File: src/rtl/tfc_pkg.sv
package tfc_pkg;
  localparam int unsigned TFC_DW    = 8;
  localparam int unsigned TFC_NFLAG = 2;
  // flag register layout: index equals the flag instance number
  localparam int unsigned OVF_BIT   = 0;
  localparam int unsigned CMP_BIT   = 1;
  // control register layout
  localparam int unsigned PSR_BIT   = 1;
  localparam int unsigned TSM_BIT   = 7;

  typedef enum logic {
    SEL_FLAGS = 1'b0,
    SEL_CTRL  = 1'b1
  } tfc_sel_e;
endpackage

File: src/rtl/tfc_rst_sync.sv
module tfc_rst_sync #(
  parameter int unsigned STAGES = 2
) (
  input  logic clk,
  input  logic rst_n,
  output logic rst_q
);
  logic [STAGES-1:0] chain_q;
  logic [STAGES-1:0] chain_d;

  always_comb begin
    chain_d = {chain_q[STAGES-2:0], 1'b1};
  end

  always_ff @(posedge clk or negedge rst_n) begin
    if (!rst_n) chain_q <= '0;
    else        chain_q <= chain_d;
  end

  assign rst_q = chain_q[STAGES-1];
endmodule

File: src/rtl/tfc_flag.sv
module tfc_flag (
  input  logic clk,
  input  logic rst_n,
  input  logic set_i,
  input  logic clr_wr_i,
  input  logic ack_i,
  output logic flag_o
);
  logic flag_q;
  logic flag_d;
  logic flag_en;

  always_comb begin
    flag_en = set_i | clr_wr_i | ack_i;
    flag_d  = set_i ? 1'b1 : 1'b0;
  end

  always_ff @(posedge clk or negedge rst_n) begin
    if (!rst_n)       flag_q <= 1'b0;
    else if (flag_en) flag_q <= flag_d;
  end

  assign flag_o = flag_q;

  AST_FLAG_SETS: assert property (@(posedge clk) disable iff (!rst_n) set_i |=> flag_q);
  AST_W1C_CLEARS: assert property (@(posedge clk) disable iff (!rst_n) (clr_wr_i && !set_i) |=> !flag_q);
  AST_ACK_CLEARS: assert property (@(posedge clk) disable iff (!rst_n) (ack_i && !set_i) |=> !flag_q);
  AST_SET_WINS: assert property (@(posedge clk) disable iff (!rst_n) (set_i && (clr_wr_i || ack_i)) |=> flag_q);
  AST_FLAG_STICKY: assert property (@(posedge clk) disable iff (!rst_n) (flag_q && !clr_wr_i && !ack_i) |=> flag_q);
endmodule

File: src/rtl/tfc_psr.sv
module tfc_psr (
  input  logic clk,
  input  logic rst_n,
  input  logic wr_i,
  input  logic wr_tsm_i,
  input  logic wr_psr_i,
  input  logic async_i,
  input  logic done_i,
  output logic tsm_o,
  output logic psr_o
);
  logic tsm_q, tsm_d;
  logic psr_q, psr_d;
  logic hw_release;

  always_comb begin
    // hardware may drop the reset bit only when the sync-mode hold is off
    hw_release = psr_q & ~tsm_q & (~async_i | done_i);
    tsm_d      = wr_i ? wr_tsm_i : tsm_q;
    if (wr_i && wr_psr_i) psr_d = 1'b1;
    else if (hw_release)  psr_d = 1'b0;
    else                  psr_d = psr_q;
  end

  always_ff @(posedge clk or negedge rst_n) begin
    if (!rst_n) begin
      tsm_q <= 1'b0;
      psr_q <= 1'b0;
    end else begin
      tsm_q <= tsm_d;
      psr_q <= psr_d;
    end
  end

  assign tsm_o = tsm_q;
  assign psr_o = psr_q;

  AST_PSR_WRITE_SETS: assert property (@(posedge clk) disable iff (!rst_n) (wr_i && wr_psr_i) |=> psr_q);
  AST_PSR_SYNC_PULSE: assert property (@(posedge clk) disable iff (!rst_n) (psr_q && !tsm_q && !async_i && !(wr_i && wr_psr_i)) |=> !psr_q);
  AST_PSR_ASYNC_WAIT: assert property (@(posedge clk) disable iff (!rst_n) (psr_q && async_i && !done_i) |=> psr_q);
  AST_PSR_TSM_HOLD: assert property (@(posedge clk) disable iff (!rst_n) (psr_q && tsm_q) |=> psr_q);
  AST_PSR_NO_SPURIOUS: assert property (@(posedge clk) disable iff (!rst_n) (!psr_q && !(wr_i && wr_psr_i)) |=> !psr_q);
endmodule

File: src/rtl/tmr_flag_ctrl.sv
module tmr_flag_ctrl
  import tfc_pkg::*;
#(
  parameter int unsigned DW = TFC_DW
) (
  input  logic          clk,
  input  logic          rst_n,
  input  logic          reg_sel,
  input  logic          reg_wr,
  input  logic [DW-1:0] reg_wdata,
  output logic [DW-1:0] reg_rdata,
  input  logic          cnt_ovf,
  input  logic          cnt_bottom,
  input  logic          cnt_match,
  input  logic          pwm_mode,
  input  logic          gie,
  input  logic          ovf_ie,
  input  logic          cmp_ie,
  input  logic          ack_ovf,
  input  logic          ack_cmp,
  input  logic          async_mode,
  input  logic          psr_done,
  output logic          irq_ovf,
  output logic          irq_cmp,
  output logic          psr_out
);
  localparam int unsigned NF = TFC_NFLAG;

  logic          rst_q;
  logic          wr_flags;
  logic          wr_ctrl;
  logic [NF-1:0] set_v;
  logic [NF-1:0] ack_v;
  logic [NF-1:0] ie_v;
  logic [NF-1:0] flag_q;
  logic [NF-1:0] irq_v;
  logic          tsm_q;
  logic          psr_q;
  logic          unused_wbits;

  assign unused_wbits = ^reg_wdata;

  tfc_rst_sync #(.STAGES(2)) u_rst (
    .clk   (clk),
    .rst_n (rst_n),
    .rst_q (rst_q)
  );

  always_comb begin
    wr_flags       = reg_wr & (reg_sel == SEL_FLAGS);
    wr_ctrl        = reg_wr & (reg_sel == SEL_CTRL);
    set_v          = '0;
    set_v[OVF_BIT] = pwm_mode ? cnt_bottom : cnt_ovf;
    set_v[CMP_BIT] = cnt_match;
    ack_v          = '0;
    ack_v[OVF_BIT] = ack_ovf;
    ack_v[CMP_BIT] = ack_cmp;
    ie_v           = '0;
    ie_v[OVF_BIT]  = ovf_ie;
    ie_v[CMP_BIT]  = cmp_ie;
  end

  for (genvar g = 0; g < NF; g++) begin : g_flag
    tfc_flag u_flag (
      .clk      (clk),
      .rst_n    (rst_q),
      .set_i    (set_v[g]),
      .clr_wr_i (wr_flags & reg_wdata[g]),
      .ack_i    (ack_v[g]),
      .flag_o   (flag_q[g])
    );
    assign irq_v[g] = gie & ie_v[g] & flag_q[g];
  end

  tfc_psr u_psr (
    .clk      (clk),
    .rst_n    (rst_q),
    .wr_i     (wr_ctrl),
    .wr_tsm_i (reg_wdata[TSM_BIT]),
    .wr_psr_i (reg_wdata[PSR_BIT]),
    .async_i  (async_mode),
    .done_i   (psr_done),
    .tsm_o    (tsm_q),
    .psr_o    (psr_q)
  );

  always_comb begin
    reg_rdata = '0;
    if (reg_sel == SEL_CTRL) begin
      reg_rdata[TSM_BIT] = tsm_q;
      reg_rdata[PSR_BIT] = psr_q;
    end else begin
      reg_rdata[NF-1:0] = flag_q;
    end
  end

  assign irq_ovf = irq_v[OVF_BIT];
  assign irq_cmp = irq_v[CMP_BIT];
  assign psr_out = psr_q;

  AST_IRQ_GATED_BY_GIE: assert property (@(posedge clk) disable iff (!rst_q) !gie |-> (!irq_ovf && !irq_cmp));
  AST_IRQ_AFTER_ACK: assert property (@(posedge clk) disable iff (!rst_q) (ack_ovf && !set_v[OVF_BIT]) |=> !irq_ovf);
  AST_PSR_PORT_MATCH: assert property (@(posedge clk) disable iff (!rst_q) (reg_sel == SEL_CTRL) |-> (reg_rdata[PSR_BIT] == psr_out));
endmodule

File: config.mk
export PLATFORM = sky130hd
export DESIGN_NAME = tmr_flag_ctrl
export DESIGN_NICKNAME = d
export VERILOG_FILES = /design/src/rtl/tfc_pkg.sv /design/src/rtl/tfc_rst_sync.sv /design/src/rtl/tfc_flag.sv /design/src/rtl/tfc_psr.sv /design/src/rtl/tmr_flag_ctrl.sv
export SDC_FILE = /design/constraint.sdc
export NUM_CORES = 1
export LEC_CHECK = 0
export BUFFER_PORTS_ARGS = -buffer_cell sky130_fd_sc_hd__buf_2
export CAP_MARGIN = 20
export CORE_AREA = 2 2 39 41
export CTS_CLUSTER_DIAMETER = 60
export DETAILED_ROUTE_END_ITERATION = 8
export DIE_AREA = 0 0 41 43
export GPL_ROUTABILITY_DRIVEN = 0
export PLACE_DENSITY_LB_ADDON = 0.05
export SLEW_MARGIN = 20
export SYNTH_ARGS = -nofsm -noshare
export SYNTH_HDL_FRONTEND = slang
export SYNTH_SLANG_ARGS = --single-unit
File: constraint.sdc
create_clock -name clk -period 0.8 [get_ports clk]
set_clock_uncertainty 0.05 [all_clocks]
set_input_delay 0.16 -clock clk [delete_from_list [all_inputs] [get_ports clk]]
set_output_delay 0.16 -clock clk [all_outputs]
set_load 0.03 [all_outputs]
-- Word level (Yosys, flattened, before mapping)
Cells that the tools add are included.
- mux-type cells: 8
- bitwise gates (word level): 18
- reductions and logical operators: 2
- operator list (kind ; count):
    1-bit bitwise AND ; 10
    1-bit 2-to-1 mux ; 8
    1-bit bitwise OR ; 5
    1-bit inverter ; 3
    2-bit nonzero test ; 1
    1-bit logical AND ; 1
- flip-flop bits (word level): 6
- bits of input ports: 23
- output and inout port bits: 11
- logic and storage cells: 33

-- Depth between registers and ports, before layout
- depth after elaboration: 5
- gate-level depth with buffers: 3
- gate-level depth less buffers: 3

-- Hierarchy
A second synthesis with hierarchy kept.
- cell total of the unflattened synthesis: 30
- area, all modules: 339.1 µm²
- modules (own cells, without submodules) (module ; instances ; cells an instance ; area an instance (µm²) ; sequential area each (µm²)):
    tmr_flag_ctrl ; 1 ; 15 ; 123.9 ; 0.0
    tfc_psr ; 1 ; 6 ; 83.8 ; 50.0
    tfc_flag ; 2 ; 3 ; 38.8 ; 25.0
    tfc_rst_sync ; 1 ; 3 ; 53.8 ; 50.0

-- Least setup slack after synthesis
OpenSTA, ideal clock, no wires.
- kind: register to output
- from: register u_psr.psr_q (netlist: u_psr.psr_o)
- to: output port reg_rdata[1]
- arrival time: 0.862 ns
- data required time: 0.590 ns
- path slack: -0.272 ns
- stages on the path, launching flop included: 2
- buffers on the path: 0
- cells stage by stage: dfrtp_1 -> mux2_2
- word-level cells in the longest chain between the ends: 1
- ends and longest elaborated chain (item ; line ; RTL):
    start: declaration ; tfc_psr.sv:13 ; logic psr_q, psr_d;
    start signal: assignment ; tfc_psr.sv:31 ; psr_q <= psr_d;
    1-bit 2-to-1 mux ; tmr_flag_ctrl.sv:89 ; if (reg_sel == SEL_CTRL) begin
    end: declaration ; tmr_flag_ctrl.sv:11 ; output logic [DW-1:0] reg_rdata,
Every way passes these cells.

-- Worst setup path in the final report
Same ends and word-level chain as after synthesis.

==> flow_metrics.py <==
metrics = {
    "finish": {
        "syn2layout_area_growth_pct": 84.6,
        "diodes": 0,
        "layout-drive-gt1-share_pct": 66.2,
        "final_area_um2": 601,
        "final_core_util_pct": 43.4,
        "fill_cells": 141,
        "nets": 89,
    },
    "global_route": {
        "grt_usage_pct": 10.0,
        "antenna_found_initial": 0,
        "gr-usage-met1_pct": 9.87,
        "grt_overflow": 0,
        "met2_usage_pct": 16.9,
        "grtUsageMet3_pct": 6.28,
        "grt_pass1_vias": 309,
        "grt_pass1_wl_um": 1160,
        "grt_max_degree": 8,
        "busiest_layer": "met2",
    },
    "synth": {
        "syn-mean-instance-area_um2": 10.5,
        "synth_area_um2": 325,
        "yosys-top-cells-area": "dfrtp_1 46%, buf_4 12%, nand3b_1 6.9%",
        "synth_cells": 31,
        "ys_seq_area_share_pct": 46.2,
        "netlist-cell-type-count": 17,
        "synth_top_area_share_pct": 46.2,
        "yosys_warnings": 0,
        "synth_seq_cells": 6,
        "yosysTopAreaCell": "dfrtp_1",
    },
    "setup_path": {
        "cp_num_buf_inv": 1,
        "max_stage_delay_ns": 0.40,
        "timing.rr.start": "u_psr.tsm_o",
        "reg2reg_slack_ns": -0.12,
        "crit_cells": 2,
        "crit_slowest_cell": "dfrtp_2",
        "cp_max_fo": 2,
        "cp.required_ns": 0.59,
        "worst-setup-path-type": "reg -> out",
        "cp_data_arrival_time_ns": 1.05,
        "crit_chain": "mux2_4 > buf_6",
        "path_delay_family": "flip-flops",
        "crit_start": "u_psr.psr_o",
        "critPathLaunchType": "flop",
        "endpoint_kind": "output port",
        "rr_worst_depth": 2,
    },
    "clock_network": {
        "clk_latency_ns": 0.23,
        "clk_pin_slew_ns": 0.05,
        "h-tree-depth": 1,
        "cts_tree": "yes",
        "clockBufferDepth": 2,
        "clock-sinks": 6,
        "clockRootBuffer": "clkbuf_4",
        "numCtsBuffers": 3,
    },
    "routing": {
        "ant_nets": 0,
        "drcViolationCount": 0,
        "initialDrtViolationCount": 1,
        "post_drt_wl_per_cell_um": 9.89,
        "vias": 326,
        "viasPerCell": 4.02,
        "routed_wl_um": 801,
        "dr.pass1.iters": 2,
    },
    "flow_run": {
        "max_cap_violations": 0,
    },
    "floorplan": {
        "core_area_um2": 1380,
        "row_count": 14,
        "ios": 34,
        "die_area_um2": 1760,
        "initial_core_util_pct": 23.5,
        "die_w_um": 41,
        "die_y_um": 43,
    },
    "place": {
        "portBuffers": 23,
        "dpl-instance-area_um2": 475,
        "dp_hpwl_um": 648,
        "dpl_worst_slack_ns": -0.236,
    },
    "timing": {
        "setup_viol": 9,
        "hold_viol": 0,
        "finalCriticalPeriod_ns": 1.26,
        "max_freq_mhz": 794,
        "fin_ws_ns": -0.459,
        "finalCritPeriodShare_pct": 157,
        "finalMaxSlewViolations": 0,
        "rsz0062_at_grt": "true",
    },
    "pwr": {
        "power_density_nw_per_um2": 1680,
        "max-vdd-ir-drop_mv": 1.03,
        "leakage_uw": 0.000319,
    },
    "worst_hold_path": {
        "hold_path.class": "reg -> async",
    },
    "status": {
        "outcome": "complete, but fails checks",
        "violations": "negative setup slack",
    },
}
area by class of cell:
type / count / area (µm²) / area share [%]
Tap cell: 16 / 20.0 / 3.33
Sequential cell: 6 / 151 / 25.2
Multi-Input combinational cell: 23 / 176 / 29.4
Timing Repair Buffer: 31 / 223 / 37.1
Inverter: 1 / 3.75 / 0.625
Clock buffer: 4 / 26.3 / 4.38
cell families after synthesis:
kind of cell | synth area share [%]
AO/OA/AOI/OAI | 4.23
flip-flops | 46.2
multiplexers | 11.2
other | 2.31
buffers and inverters | 12.7
AND/OR/NAND/NOR | 23.5
per-layer routing:
layer / up-vias / part of all wire (%)
met5: - / 0
met4: 0 / 0
met3: 0 / 11
met2: 18 / 56
met1: 147 / 33
li1: 161 / -
layout by cell type (no fill, tap or decap):
cell,n
buf_2,17
buf_6,8
conb_1,6
dfrtp_1,5
buf_4,5
nand3b_1,3
clkbuf_4,3
and3_4,2
mux2_4,2
nand2_1,2
and2_4,1
and2b_2,1
nand3_1,1
nor2b_1,1
o21ai_2,1
nand2_2,1
mux2i_1,1
inv_1,1
a31o_4,1
clkbuf_1,1
dlygate4sd3_1,1
dfrtp_2,1
report_power, final:
part | internal [µW] | switching [µW] | leakage (µW)
clock | 189 | 105 | 0.0000150
sequential | 334 | 21.1 | 0.0000684
combinational | 194 | 165 | 0.000236
total | 717 | 292 | 0.000319
timing repair:
action | CTS | global route
setup endpoints to repair | 9 | 10
buffers inserted | 2 | 4
gates cloned | 0 | 0
gates resized for setup | 16 | 3
endpoints found under the hold margin | 2 | 0
hold buffers | 1 | 0
pin swaps | 4 | 1
flip-flops by register name (all words and copies together), names as in the netlist:
signal                cells
g_flag.u_flag.flag_o      2
u_psr.psr_o               1
u_psr.tsm_o               1
u_rst.chain_q             2
cells in the mapped netlist:
master,n
mux2_2,1
and2_2,1
mux2_4,1
a31o_2,1
nand3b_1,3
mux2i_1,1
dfrtp_1,6
conb_1,2
nand2_2,1
inv_1,1
and3_1,2
o21ai_0,1
and2b_2,1
buf_4,5
nor2b_1,1
nand3_1,1
nand2_1,2
stage by stage:
step                cells  total power, µW  setup TNS [ns]  hold slack (ns)
floorplan              35              531          -0.223           -0.186
global placement       72              614           -1.03           -0.106
detailed placement     72              622           -1.14           -0.101
CTS                    79             1010           -2.46           0.0107
global route           81             1070           -2.94           0.0173
finish                 81             1010           -2.63          0.00175
path summary, 6_finish.rpt:
check,endpoint
setup / recovery,reg_rdata[1]
hold / removal,u_psr.tsm_o
setup reg to reg,u_psr.tsm_o
hold reg to reg,u_psr.tsm_o
max in group asynchronous,u_rst.chain_q[1]
min in group clk,g_flag[1].u_flag.flag_o
(Power assumes the default switching activity.)
